File: config.mk
export PLATFORM = sky130hd
export DESIGN_NAME = dbnd_gen
export DESIGN_NICKNAME = d
export VERILOG_FILES = /design/src/rtl/dbnd_pkg.sv /design/src/rtl/dbnd_edge.sv /design/src/rtl/dbnd_timer.sv /design/src/rtl/dbnd_drive.sv /design/src/rtl/dbnd_gen.sv
export SDC_FILE = /design/constraint.sdc
export NUM_CORES = 1
export LEC_CHECK = 0
export CAP_MARGIN = 20
export CORE_MARGIN = 4
export CORE_UTILIZATION = 47
export DETAILED_ROUTE_END_ITERATION = 16
export GPL_TIMING_DRIVEN = 0
export PLACE_DENSITY = 0.74
export SETUP_SLACK_MARGIN = 0.02
export SLEW_MARGIN = 20
export SYNTH_ARGS = -nofsm -noshare
export SYNTH_HDL_FRONTEND = slang
export SYNTH_SLANG_ARGS = --single-unit
File: constraint.sdc
create_clock -name clk -period 1.9 [get_ports clk]
set_input_delay 0.19 -clock clk [delete_from_list [all_inputs] [get_ports clk]]
set_output_delay 0.19 -clock clk [all_outputs]
set_load 0.02 [all_outputs]
File: src/rtl/dbnd_pkg.sv
package dbnd_pkg;
  // Registered drive pair
  typedef struct packed {
    logic hi;
    logic lo;
  } drv_pair_t;

  // Index of each wait counter
  localparam int TMR_RISE = 0;
  localparam int TMR_FALL = 1;
  localparam int NUM_TMR  = 2;
endpackage

File: src/rtl/dbnd_edge.sv
module dbnd_edge (
  input  logic clk,
  input  logic rst,
  input  logic pwm_in,
  output logic rise_ev,
  output logic fall_ev
);
  logic phase;

  always_ff @(posedge clk) begin
    if (rst) phase <= 1'b0;
    else     phase <= pwm_in;
  end

  assign rise_ev = pwm_in & ~phase;
  assign fall_ev = ~pwm_in & phase;
endmodule

File: src/rtl/dbnd_timer.sv
module dbnd_timer #(
  parameter int CW = 4
) (
  input  logic          clk,
  input  logic          rst,
  input  logic          tick,
  input  logic          start,
  input  logic [CW-1:0] load_val,
  output logic          zero_nx
);
  localparam logic [CW-1:0] ONE  = CW'(1);
  localparam logic [CW-1:0] NONE = '0;

  logic [CW-1:0] rem;
  logic [CW-1:0] rem_nx;

  always_comb begin
    if (start)                   rem_nx = load_val;
    else if (tick && rem != NONE) rem_nx = rem - ONE;
    else                         rem_nx = rem;
  end

  assign zero_nx = (rem_nx == NONE);

  always_ff @(posedge clk) begin
    if (rst) rem <= NONE;
    else     rem <= rem_nx;
  end
endmodule

File: src/rtl/dbnd_drive.sv
module dbnd_drive
  import dbnd_pkg::*;
(
  input  logic      clk,
  input  logic      rst,
  input  logic      lvl_nx,
  input  logic      rise_zero_nx,
  input  logic      fall_zero_nx,
  output drv_pair_t q
);
  always_ff @(posedge clk) begin
    if (rst) begin
      q.hi <= 1'b0;
      q.lo <= 1'b1;
    end else begin
      q.hi <= lvl_nx & rise_zero_nx;
      q.lo <= ~lvl_nx & fall_zero_nx;
    end
  end
endmodule

File: src/rtl/dbnd_gen.sv
module dbnd_gen
  import dbnd_pkg::*;
#(
  parameter int CW = 4
) (
  input  logic          clk,
  input  logic          rst,
  input  logic          tick,
  input  logic          pwm_in,
  input  logic [CW-1:0] rise_cnt,
  input  logic [CW-1:0] fall_cnt,
  output logic          drv_hi,
  output logic          drv_lo
);
  logic          rise_ev;
  logic          fall_ev;
  logic          start_v [NUM_TMR];
  logic [CW-1:0] load_v  [NUM_TMR];
  logic          zero_v  [NUM_TMR];
  drv_pair_t     drv_q;

  dbnd_edge u_edge (
    .clk     (clk),
    .rst     (rst),
    .pwm_in  (pwm_in),
    .rise_ev (rise_ev),
    .fall_ev (fall_ev)
  );

  assign start_v[TMR_RISE] = rise_ev;
  assign start_v[TMR_FALL] = fall_ev;
  assign load_v[TMR_RISE]  = rise_cnt;
  assign load_v[TMR_FALL]  = fall_cnt;

  for (genvar g = 0; g < NUM_TMR; g++) begin : g_tmr
    dbnd_timer #(.CW(CW)) u_tmr (
      .clk      (clk),
      .rst      (rst),
      .tick     (tick),
      .start    (start_v[g]),
      .load_val (load_v[g]),
      .zero_nx  (zero_v[g])
    );
  end

  dbnd_drive u_drive (
    .clk          (clk),
    .rst          (rst),
    .lvl_nx       (pwm_in),
    .rise_zero_nx (zero_v[TMR_RISE]),
    .fall_zero_nx (zero_v[TMR_FALL]),
    .q            (drv_q)
  );

  assign drv_hi = drv_q.hi;
  assign drv_lo = drv_q.lo;
endmodule

== After elaboration in Yosys (flattened, before gate mapping) ==
Cells that the tools add are included.

* Flip-flop bits (word level): 11

* Add/sub/neg operators: 2
* Muxes and demuxes: 4
* Bitwise logic cells: 6
* Reductions and logical operators: 6

{| class="wikitable"
|+ Operators by type and width
! operator !! count
|-
| $mux 4 || 4
|-
| $logic_not 4->1 || 2
|-
| $reduce_bool 4->1 || 2
|-
| $sub 4x1->4 const B || 2
|-
| $and 1x1->1 || 4
|-
| $logic_and 1x1->1 || 2
|-
| $not 1->1 || 2
|}

== Longest topological paths before layout ==
* Depth after elaboration: 6
* Depth in mapped cells: 6
* Gate-level depth less buffers: 6

== Cells and area by module ==
From an unflattened synthesis, not the netlist that was laid out.

* Cell total of the unflattened synthesis: 76
* Area, all modules: 655.6 um^2

{| class="wikitable"
|+ Modules (own cells, without submodules)
! module !! area an instance (um^2) !! instances !! cells each
|-
| dbnd_timer || 279.0 || 2 || 33
|-
| dbnd_drive || 58.8 || 1 || 6
|-
| dbnd_edge || 38.8 || 1 || 4
|}

== Worst setup path after synthesis ==
No wires, ideal clock.

* Path kind: register to register
* From: register g_tmr[1].u_tmr.rem[0]
* To: register u_drive.q[0] (netlist name)
* Setup time: 0.060 ns
* Data required time: 1.840 ns
* Buffers on the path: 0
* Period minus slack after synthesis: 1.567 ns
* Path slack: 0.333 ns
* Arrival time: 1.508 ns
* Stages on the path, launching flop included: 7
* Path through: dfxtp_1 -> inv_1 -> ha_1 -> or3b_4 -> and3_4 -> o31ai_2 -> a41o_1

* Cells in the longest elaborated chain, start to end: 6
* Elaborated cells on any way between the ends: 7
* Classes of those cells: add/sub: 1; mux: 2; bitwise: 1; reduce/logical: 3

{| class="wikitable"
|+ Ends and longest elaborated chain
! element !! RTL line !! text
|-
| start, declared || dbnd_timer.sv:14 || <nowiki>logic [CW-1:0] rem;</nowiki>
|-
| start signal, assigned || dbnd_timer.sv:27 || <nowiki>else rem <= rem_nx;</nowiki>
|-
| parallel branches: the longest is 2 deep, another holds $sub 4x1->4 || n/a ||
|-
| $mux 4 (*) || dbnd_timer.sv:19 || <nowiki>else if (tick && rem != NONE) rem_nx = rem - ONE;</nowiki>
|-
| $mux 4 (*) || dbnd_timer.sv:18 || <nowiki>if (start) rem_nx = load_val;</nowiki>
|-
| $logic_not 4->1 (*) || dbnd_timer.sv:23 || <nowiki>assign zero_nx = (rem_nx == NONE);</nowiki>
|-
| $and 1x1->1 (*) || dbnd_drive.sv:17 || <nowiki>q.lo <= ~lvl_nx & fall_zero_nx;</nowiki>
|-
| end, declared || dbnd_drive.sv:9 || <nowiki>output drv_pair_t q</nowiki>
|}

Mark *: on every way between the ends.
A chain may end at the register's enable or synchronous reset.

== Worst setup path after layout ==
Same ends and word-level chain as after synthesis.

==> metrics.yaml <==
outcome: "finished clean"
tightest_slew_ns: 0.4219
rsz0062_at_grt: "no"
r2r_cells: 6
slew_headroom_pct: 71.81
yosys_most_used_dff: "dfxtp_1"
ys_seq_elements: 11
crit_arrival_ns: 1.97
cts_num_sinks: 11
period_minus_slack_ns: 1.763
setup_violations: 0
core_area_um2: 1285
io_pins: 14
synth_edf_count: 0
hold_viol: 0
drt_iter0_markers: 9
drv_slew: 0
crit_path_end_kind: "flip-flop"
crit_slowest_cell: "or3b_4"
ys_top_cells_by_area: "dfxtp_1, nor2_1, inv_1"
synthTopCellsByCount: "dfxtp_1, nor2_1, inv_1, a21oi_1, nand2b_1"
synth_cell_types: 32
power_density_nw_per_um2: 780.3
cts.clk_slew.worst_paths_ns: 0.06
crit_type: "reg -> reg"
port_buffers: 13
leakagePower_nw: 0.3387
grt-ovfl-total: 0
hold_path_end: "g_tmr[1].u_tmr.rem[1]"
syn2layout_area_growth_pct: 27.40
netlist_area_um2: 639.4
n_fill_cell: 124
wirelength_um: 1271
fp-row-count: 13
cts-root-buf: "clkbuf_4"
worstReg2RegEnd: "u_drive.q[0]"
antenna_found_initial: 0
clock_latency_ns: 0.26
die-height_um: 44.88
final.period_utilization_pct: 92.80
cpPeakStageDelay_ns: 0.42
cts_setup_buffers: 0
drive_gt1_share_pct: 13.48
hpwl_um: 1041
syn_inst: 72
irDropWorstVdd_mv: 0.4644
fmax_mhz: 567.2
cts_tree: "built"
grt_pass1_wl_um: 2070
start_util_pct: 49.76
holdCritPathClass: "in -> reg"
diodes: 0
max_cap_violations: 0
synthesis.nets: 86
grt_pass1_vias: 492
crit_path_max_fanout: 4
design_area_um2: 814.5
crit_path_start_kind: "flip-flop"
drc_errors: 0
fin_tns_setup_ns: 0
yosysSeqAreaShare_pct: 34.44
vias_per_cell: 5.481
place_congestion: 0.8346
crit_required_ns: 2.11
grt_use_total_pct: 14.31
hold_buffers: 0
numCtsBuffers: 3
yosysTopAreaCell: "dfxtp_1"
path_cells: "inv_1 -> ha_1 -> or3b_4 -> and3_4 -> o31ai_2 -> a41o_1"
htreeDepth: 1
nNetsFinal: 104
avgSynthCellArea_um2: 8.880
cts_resized: 0
placedInstanceArea_um2: 788.3
die_w_um: 44.88
drtPass1Iterations: 4
worstHoldStart: "fall_cnt[1]"
grt_max_degree: 11
clockBufferDepth: 2
die_area_um2: 2014
wl_per_cell_um: 12.22
fin_skew_ns: 0.001167
yosysWarningCount: 0
synthArstFlopShare_pct: 0
vias: 570
yosys.area.top_type_share_pct: 34.44
detail-route-antenna-nets: 0
synth_most_common_cell: "dfxtp_1"
hold_depth: 3
r2r_setup_slack_ns: 0.14
r2r_start: "g_tmr[1].u_tmr.rem[0]"
-- how the worst max path moves through the flow --
stage,from,cells past startpoint,slack [ns],end
final,g_tmr[1].u_tmr.rem[0],6,0.14,u_drive.q[0]
after global routing,g_tmr[1].u_tmr.rem[0],6,0.05,u_drive.q[0]
after CTS,g_tmr[1].u_tmr.rem[0],6,0.14,u_drive.q[0]
after detailed placement,tick,5,0.14,u_drive.q[0]
after global placement,tick,6,0.11,u_drive.q[1]
after floorplan,g_tmr[1].u_tmr.rem[0],6,0.33,u_drive.q[0]
-- kinds of logic after synthesis --
kind of cell | after synthesis | synth area share (%)
simple gates | 32 | 32.68
compound gates | 17 | 20.94
flops | 11 | 34.44
buf+inv | 8 | 4.892
mux | 2 | 3.131
fa+ha+maj | 2 | 3.913
-- cells in the final DEF (no fill, tap or decap), types with 2 or more instances in the layout --
master / n
nand2_1: 2
nor2_1: 9
inv_1: 7
nand3_1: 2
dfxtp_1: 11
clkbuf_4: 3
mux2i_1: 2
nand2b_1: 4
ha_1: 2
or3b_4: 2
a21oi_1: 4
o31ai_2: 2
clkdlybuf4s50_1: 13
nor2b_1: 3
and2_1: 3
-- worst max-delay path: cells and delay by family, from the launching register on --
family          cells  cell delay [ns]
fa+ha+maj           1             0.22
simple gates        2             0.61
compound gates      2             0.47
flops               1             0.32
buf+inv             1             0.09
-- through the flow --
stage               worst slack, ns  hold slack, ns  cells  util, %  total power (W)
global placement             0.1131          0.6718    100    61.34        0.0004807
CTS                          0.1426          0.5963    104    63.39        0.0006418
detailed placement           0.1449          0.6799    100    61.34        0.0004864
global route                0.04964          0.6174    104    63.39        0.0006793
floorplan                    0.3328          0.2624     72        -        0.0004227
finish                       0.1368          0.5908    104    63.39        0.0006356
-- sequential cells by signal (all words and copies together) (netlist names) --
| register | count |
|---|---|
| u_drive.q | 2 |
| g_tmr.u_tmr.rem | 8 |
| u_edge.phase | 1 |
-- power breakdown --
group	switching, W	internal (W)
logic	0.0000963	0.000111
registers	0.0000182	0.000255
clock network	0.0000735	0.0000813
total	0.000188	0.000448
-- cell type report --
| type | instances | area (µm²) | share of cell area, % |
|---|---|---|---|
| Multi-Input combinational cell | 53 | 387.9 | 47.62 |
| Sequential cell | 11 | 220.2 | 27.04 |
| Timing Repair Buffer | 13 | 130.1 | 15.98 |
| Clock buffer | 4 | 26.28 | 3.226 |
| Inverter | 7 | 26.28 | 3.226 |
| Tap cell | 15 | 18.77 | 2.304 |
| Buffer | 1 | 5.005 | 0.6144 |
-- routing by layer --
| layer | global-route usage (%) | part of all wire (%) |
|---|---|---|
| met1 | 19.27 | 51 |
| met2 | 21.20 | 43 |
| met3 | 2.390 | 4.5 |
| met4 | 8.772 | 1.5 |
| met5 | 0 | 0 |
Power figures use the tool's default switching activity.
